[src/rtl/sdclk_pkg.sv]
package sdclk_pkg;
  localparam int REG_W   = 8;
  localparam int EN_BIT  = 7;
  localparam int RUN_BIT = 3;
  localparam int SEL_LSB = 0;
  localparam int SEL_W   = 2;
  localparam int N_SRC   = 3;   // toggled sources: CPU, PLL, oscillator

  typedef enum logic [SEL_W-1:0] {
    SRC_CPU = 2'd0,
    SRC_BUS = 2'd1,
    SRC_PLL = 2'd2,
    SRC_OSC = 2'd3
  } src_sel_e;

  // SDRAM clock advances on a CPU tick: every tick at 1:1, every odd phase at 2:1
  function automatic logic sd_advance(input logic tick, input logic full, input logic phase);
    return tick & (full | phase);
  endfunction

  // parking wanted: SDRAM clock on pin, stop mode, self-refresh, bus still owned
  function automatic logic park_wanted(input logic en, input logic run,
                                       input logic sref, input logic rel);
    return en & ~run & sref & ~rel;
  endfunction

  // floating wanted: SDRAM clock on pin, stop mode, bus handed over
  function automatic logic float_wanted(input logic en, input logic run, input logic rel);
    return en & ~run & rel;
  endfunction

  // read-back image of the control register
  function automatic logic [REG_W-1:0] reg_image(input logic en, input logic run,
                                                 input logic [SEL_W-1:0] sel);
    logic [REG_W-1:0] v;
    v = '0;
    v[EN_BIT] = en;
    v[RUN_BIT] = run;
    v[SEL_LSB +: SEL_W] = sel;
    return v;
  endfunction
endpackage

[src/rtl/sdclk_regs.sv]
module sdclk_regs
  import sdclk_pkg::*;
(
  input  logic             clk,
  input  logic             rst_n,
  input  logic             wr_en,
  input  logic [REG_W-1:0] wr_data,
  output logic             en,
  output logic             run,
  output src_sel_e         sel,
  output logic [REG_W-1:0] rd_data
);
  logic             en_q;
  logic             run_q;
  logic [SEL_W-1:0] sel_q;

  always_ff @(posedge clk) begin
    if (!rst_n) begin
      en_q  <= 1'b0;
      run_q <= 1'b1;
      sel_q <= SRC_CPU;
    end else if (wr_en) begin
      en_q  <= wr_data[EN_BIT];
      run_q <= wr_data[RUN_BIT];
      sel_q <= wr_data[SEL_LSB +: SEL_W];
    end
  end

  assign en      = en_q;
  assign run     = run_q;
  assign sel     = src_sel_e'(sel_q);
  assign rd_data = reg_image(en_q, run_q, sel_q);


  reg_write_chk: assert property (@(posedge clk) disable iff (!rst_n)
    wr_en |=> (rd_data[EN_BIT] == $past(wr_data[EN_BIT])) &&
              (rd_data[RUN_BIT] == $past(wr_data[RUN_BIT])));
endmodule

[src/rtl/sdclk_srcgen.sv]
module sdclk_srcgen
  import sdclk_pkg::*;
(
  input  logic clk,
  input  logic rst_n,
  input  logic cpu_tick,
  input  logic pll_tick,
  input  logic osc_tick,
  input  logic ratio_full,
  output logic cpu_lvl,
  output logic pll_lvl,
  output logic osc_lvl,
  output logic sd_lvl,
  output logic sd_adv
);
  logic [N_SRC-1:0] ticks;
  logic [N_SRC-1:0] lvl_q;
  logic             phase_q;
  logic             sd_q;

  assign ticks = {osc_tick, pll_tick, cpu_tick};

  for (genvar g = 0; g < N_SRC; g++) begin : g_src
    always_ff @(posedge clk) begin
      if (!rst_n)        lvl_q[g] <= 1'b0;
      else if (ticks[g]) lvl_q[g] <= ~lvl_q[g];
    end
  end

  assign sd_adv = sd_advance(cpu_tick, ratio_full, phase_q);

  always_ff @(posedge clk) begin
    if (!rst_n) begin
      phase_q <= 1'b0;
      sd_q    <= 1'b0;
    end else begin
      if (cpu_tick && !ratio_full) phase_q <= ~phase_q;
      if (sd_adv)                  sd_q    <= ~sd_q;
    end
  end

  assign cpu_lvl = lvl_q[0];
  assign pll_lvl = lvl_q[1];
  assign osc_lvl = lvl_q[2];
  assign sd_lvl  = sd_q;


  full_rate_chk: assert property (@(posedge clk) disable iff (!rst_n)
    (ratio_full && cpu_tick) |=> (sd_lvl != $past(sd_lvl)));


  half_rate_chk: assert property (@(posedge clk) disable iff (!rst_n)
    (!ratio_full && sd_adv) |=> !(sd_adv && !ratio_full));
endmodule

[src/rtl/sdclk_pin_stage.sv]
module sdclk_pin_stage
  import sdclk_pkg::*;
(
  input  logic     clk,
  input  logic     rst_n,
  input  logic     en,
  input  logic     run,
  input  src_sel_e sel,
  input  logic     cpu_lvl,
  input  logic     pll_lvl,
  input  logic     osc_lvl,
  input  logic     sd_lvl,
  input  logic     self_refresh,
  input  logic     bus_released,
  output logic     park_active,
  output logic     pin_out,
  output logic     pin_oe
);
  logic bus_lvl;
  logic gen_lvl;
  logic park_req;
  logic park_q;
  logic float_now;

  always_comb begin
    unique case (sel)
      SRC_CPU: bus_lvl = cpu_lvl;
      SRC_BUS: bus_lvl = sd_lvl;
      SRC_PLL: bus_lvl = pll_lvl;
      default: bus_lvl = osc_lvl;
    endcase
  end

  assign gen_lvl   = en ? sd_lvl : bus_lvl;
  assign park_req  = park_wanted(en, run, self_refresh, bus_released);
  assign float_now = float_wanted(en, run, bus_released);

  // park state only moves while the SDRAM clock is low
  always_ff @(posedge clk) begin
    if (!rst_n)       park_q <= 1'b0;
    else if (!sd_lvl) park_q <= park_req;
  end

  assign park_active = park_q & en;
  assign pin_out     = park_active ? 1'b0 : gen_lvl;
  assign pin_oe      = ~float_now;


  park_edge_low_chk: assert property (@(posedge clk) disable iff (!rst_n)
    (park_q != $past(park_q)) |-> !$past(sd_lvl));


  park_hold_chk: assert property (@(posedge clk) disable iff (!rst_n)
    ($past(park_q) && en && run == 1'b0 && self_refresh) |-> park_q);
endmodule

[src/rtl/sdclk_pin_ctrl.sv]
module sdclk_pin_ctrl
  import sdclk_pkg::*;
(
  input  logic             clk,
  input  logic             rst_n,
  input  logic             cpu_tick,
  input  logic             pll_tick,
  input  logic             osc_tick,
  input  logic             ratio_full,
  input  logic             self_refresh,
  input  logic             bus_released,
  input  logic             wr_en,
  input  logic [REG_W-1:0] wr_data,
  output logic [REG_W-1:0] rd_data,
  output logic             sd_tick,
  output logic             pin_out,
  output logic             pin_oe
);
  logic     en;
  logic     run;
  src_sel_e sel;
  logic     cpu_lvl;
  logic     pll_lvl;
  logic     osc_lvl;
  logic     sd_lvl;
  logic     sd_adv;
  logic     park_active;

  sdclk_regs u_regs (
    .clk(clk), .rst_n(rst_n), .wr_en(wr_en), .wr_data(wr_data),
    .en(en), .run(run), .sel(sel), .rd_data(rd_data)
  );

  sdclk_srcgen u_src (
    .clk(clk), .rst_n(rst_n), .cpu_tick(cpu_tick), .pll_tick(pll_tick),
    .osc_tick(osc_tick), .ratio_full(ratio_full),
    .cpu_lvl(cpu_lvl), .pll_lvl(pll_lvl), .osc_lvl(osc_lvl),
    .sd_lvl(sd_lvl), .sd_adv(sd_adv)
  );

  sdclk_pin_stage u_pin (
    .clk(clk), .rst_n(rst_n), .en(en), .run(run), .sel(sel),
    .cpu_lvl(cpu_lvl), .pll_lvl(pll_lvl), .osc_lvl(osc_lvl), .sd_lvl(sd_lvl),
    .self_refresh(self_refresh), .bus_released(bus_released),
    .park_active(park_active), .pin_out(pin_out), .pin_oe(pin_oe)
  );

  assign sd_tick = sd_adv;


  float_cause_chk: assert property (@(posedge clk) disable iff (!rst_n)
    !pin_oe |-> bus_released);


  run_no_park_chk: assert property (@(posedge clk) disable iff (!rst_n)
    (run && $past(run) && $past(run, 2)) |-> !park_active);
endmodule

[config.mk]
export PLATFORM = sky130hd
export DESIGN_NAME = sdclk_pin_ctrl
export DESIGN_NICKNAME = d
export VERILOG_FILES = /design/src/rtl/sdclk_pkg.sv /design/src/rtl/sdclk_regs.sv /design/src/rtl/sdclk_srcgen.sv /design/src/rtl/sdclk_pin_stage.sv /design/src/rtl/sdclk_pin_ctrl.sv
export SDC_FILE = /design/constraint.sdc
export NUM_CORES = 1
export LEC_CHECK = 0
export BUFFER_PORTS_ARGS = -buffer_cell sky130_fd_sc_hd__buf_2
export CORE_AREA = 10 10 47 49
export DETAILED_ROUTE_END_ITERATION = 10
export DIE_AREA = 0 0 57 59
export GPL_TIMING_DRIVEN = 1
export PLACE_DENSITY = 0.69
export SYNTH_ARGS = -nofsm -noshare
export SYNTH_HDL_FRONTEND = slang
export SYNTH_SLANG_ARGS = --single-unit
[constraint.sdc]
create_clock -name clk -period 2.04 [get_ports clk]
set_input_delay 0.408 -clock clk [delete_from_list [all_inputs] [get_ports clk]]
set_output_delay 0.408 -clock clk [all_outputs]
set_load 0.03 [all_outputs]
Word-level counts from Yosys, hierarchy flattened --
Cells that the tools add are included.
Storage, ports and cells: output and inout port bits 11, bits of input ports 17, bits in registers 10
Cells by class: mux-type cells 3, bitwise logic cells 15, eq/ne operators 2, reductions and logical operators 3
Operators with widths (number):
- 1-bit inverter | 8
- 1-bit bitwise AND | 6
- 1-bit case mux with 3 select lines | 1
- 2-bit by 1-bit equality test with 1-bit output (second input constant) | 1
- 2-bit equality test (second input constant) | 1
- 2-bit zero test | 1
- 1-bit 2-to-1 mux | 2
- 1-bit logical AND | 1
- 1-bit zero test | 1
- 1-bit OR | 1

Logic depth before layout (Yosys ltp) --
word-level depth 4, gate-level depth with buffers 3, gate-level depth less buffers 3

Modules after synthesis --
From an unflattened synthesis, not the netlist that was laid out.
Second synthesis, totals: cell total of the unflattened synthesis 53, area total of the unflattened synthesis 510.5 µm²
Modules (own cells, without submodules):
- sdclk_regs | cells an instance 22, times used 1, area each 211.5 µm², seq. area each 80.1 µm²
- sdclk_srcgen | cells an instance 17, times used 1, area each 196.4 µm², seq. area each 100.1 µm²
- sdclk_pin_stage | cells an instance 14, times used 1, area each 102.6 µm², seq. area each 20.0 µm²

Worst setup path before layout --
OpenSTA, ideal clock, no wires.
kind reg-to-output, from register u_regs.sel_q[0], in the netlist u_regs.sel[0], to output port pin_out, cell stages (with the launch flop) 3, required time 1632 ps, arrival 1482 ps, path slack 150 ps, path through dfxtp_1 mux2i_1 o311ai_1
On the way: longest elaborated chain between the ends 4, elaborated cells on any way between the ends 6, those cells by class 2 x eq/ne; 3 x mux; 1 x reduce/logical
RTL lines:
- start: declaration | line sdclk_regs.sv:15 | logic [SEL_W-1:0] sel_q;
- start signal: assignment | line sdclk_regs.sv:25 | sel_q <= wr_data[SEL_LSB +: SEL_W];
- 2-bit equality test, or another cell as far along | line sdclk_pin_stage.sv:26 | unique case (sel)
- 1-bit case mux with 3 select lines (*) | line sdclk_pin_stage.sv:26
- 1-bit 2-to-1 mux (*) | line sdclk_pin_stage.sv:34 | assign gen_lvl = en ? sd_lvl : bus_lvl;
- 1-bit 2-to-1 mux (*) | line sdclk_pin_stage.sv:45 | assign pin_out = park_active ? 1'b0 : gen_lvl;
- end: declaration | line sdclk_pin_ctrl.sv:16 | output logic pin_out,
Mark *: on every way between the ends. The rest lies on a longest branch, timed or not.

Final worst setup path --
Ends and elaborated chain as after synthesis.

==> results.cfg <==
[global_routing]
globalRouteTotalUtil = 0.06609
grt_first_pass_wirelength_um = 1731
grt_remaining_overflow = 0
antenna_found_initial = 0
pin_count_of_the_biggest_net_entering_global_routing = 11
via_count_of_the_first_global_routing_pass = 408

[floorplanning]
initial_utilization = 0.3491
rows = 14
pin_count = 28
core_area_um2 = 1401
floorplan.die.height_um = 59
die_x_um = 57
die-area_um2 = 3363

[pwr]
p_sw_frac = 0.2680
clock_power_share = 0.354
max-vdd-ir-drop_uv = 407.7
netSwitchingPower_w = 0.0001319
intPower_w = 0.0003603
comb_power_share = 0.191
power_density_nw_per_um2 = 817.8
p_leak_nw = 0.2895
power.sequential.fraction = 0.455

[worst_setup_path]
worst-path-max-fanout = 4
crit_path_start_kind = flop
endpoint_kind = primary output
crit_required_ps = 1630
critPathKind = reg2out
cp_data_arrival_time_ps = 1350
reg2reg_depth = 3

[logic_synthesis]
syn-instance-count = 48
flip_flop_and_latch_count_after_synthesis = 10
yosysSeqAreaShare = 0.4092
synth.yosys.warnings = 0
yosysUniqueCellTypes = 19
post_syn_area_per_cell_um2 = 10.19
post_synth_instance_area_um2 = 489.2

[clock_tree]
cts_buffers = 3
holdBufCountCts = 0
cts-resized-gates = 0
htree_levels = 1
clock_tree_from_tritoncts = built
post-cts-setup-buffers = 0
cts.root.buffer_cell = clkbuf_4
cts.clk_slew.worst_paths_ps = 70
clk_latency_ps = 260
clock-sinks = 10
clockBufferDepth = 2

[finish]
layout_common_cells = buf_2, dfxtp_1, mux2i_1, nor2b_1
nFillCells = 158
layout.core_utilization = 0.4295
final_common_cell = buf_2
fin_cells = 83
insertedDiodeCount = 0
num-nets-final = 85
layout-area-overhead-vs-synth_pct = 23.02
final_layout_size_suffix_gt1_frac = 0.3881
post-route-cell-area_um2 = 601.8

[worst_hold_path]
worstHoldPathType = in2reg
timing.hold.worst_path_depth = 3

[place]
postPlaceCellArea_um2 = 565.5
portBuffers = 19
globalplace.congestion = 0.6618
placed_cells_incl_taps = 79

[flow_run]
timing.max_cap.violations = 0

[timing]
totalNegativeSetupSlack_ps = 0
final_layout_worst_hold_slack_ps = 357.5
number_of_failing_setup_endpoints_in_the_final_timing_report = 0
fin_crit_sh = 0.8596
finalClockSkew_ps = 5.043
rsz0062_at_grt = no
timing_max_transition_violations_final = 0
hold_viol = 0
final.min_clock_period_ps = 1754
fmax_mhz = 570.3

[run_status]
outcome = finished, final reports clean

[routing]
drt_iter0_markers = 3
wire_per_inst_um = 12.12
drt_pre_antenna_iters = 4
drc = 0
antenna_left = 0
drt-vias-per-instance = 4.494
dr_vias = 373
drt-total-wl_um = 1006
## synthesized netlist by cell type
library cell,n,area (µm²)
xor2_1,3,26.28
nand2b_1,1,6.260
dfxtp_1,10,200.2
buf_4,6,45.04
o311ai_1,1,8.760
buf_2,1,5.000
a32oi_1,1,8.760
nand2_1,2,7.510
and2_1,4,25.02
and2b_1,1,7.510
o21a_2,1,8.760
nor2_1,1,3.750
conb_1,1,3.750
nor2b_1,5,31.28
mux2i_1,5,50.05
nand3b_2,1,11.26
xnor2_1,2,17.52
mux2_4,1,15.01
nand3b_1,1,7.510
## stage by stage
| stage | worst slack [ps] | total power [W] |
|---|---|---|
| finish | 286.4 | 0.0004922 |
| global route | 182.4 | 0.0005257 |
| CTS | 251.9 | 0.0005026 |
| detailed placement | 550.8 | 0.0003243 |
| global placement | 553.9 | 0.0003215 |
| floorplan | 150.0 | 0.0003029 |
## critical path, stage by stage (launching register included)
cell,delay [ps]
dfxtp_1,410
mux2_4,320
nand3b_2,70
o311ai_1,100
buf_2,190
## layout make-up
type | count | area, µm² | area share
Clock buffer | 4 | 36.28 | 0.06029
Sequential cell | 10 | 200.2 | 0.3326
Multi-Input combinational cell | 34 | 250.2 | 0.4158
Timing Repair Buffer | 19 | 95.09 | 0.1580
Tap cell | 16 | 20.02 | 0.03326
## metal layers
layer  vias up  global-route usage  share of wire
met5         -                   0              0
met4         0             0.05034         0.0050
met3         2             0.04936           0.14
met2        18             0.08992           0.45
met1       168             0.06763           0.41
li1        185                   -              -
## registers in the layout, summed over array words and instances (netlist names)
signal         count
u_regs.sel         2
u_pin.park_q       1
u_regs.en          1
u_regs.run         1
u_src.cpu_lvl      1
u_src.osc_lvl      1
u_src.phase_q      1
u_src.pll_lvl      1
u_src.sd_lvl       1
## power groups by stage
stage	Sequential (W)	Clock, W	Combinational (W)
after global routing	0.000227	0.000194	0.000104
after floorplan	0.000230	0	0.0000725
after global placement	0.000228	0	0.0000931
after CTS	0.000225	0.000182	0.0000955
after detailed placement	0.000229	0	0.0000952
final	0.000224	0.000174	0.0000940
## cells by family (layout without fill, tap and decap cells)
logic type / count (synthesis) / after routing / synth area share
AO/OA/AOI/OAI: 3 / 3 / 0.05372
XOR/XNOR: 5 / 5 / 0.08953
buffers and inverters: 7 / 23 / 0.1023
flip-flops: 10 / 10 / 0.4092
multiplexers: 6 / 6 / 0.1330
other: 1 / 4 / 0.007665
AND/OR/NAND/NOR: 16 / 16 / 0.2046
## final timing paths
kind	start	endpoint	slack [ps]
hold / removal	wr_data[3]	u_regs.run	360
setup / recovery	u_regs.sel[0]	pin_out	290
setup reg to reg	u_regs.en	u_pin.park_q	1140
hold reg to reg	u_regs.run	u_regs.run	490
No activity file was read; power rests on OpenSTA's default activity.
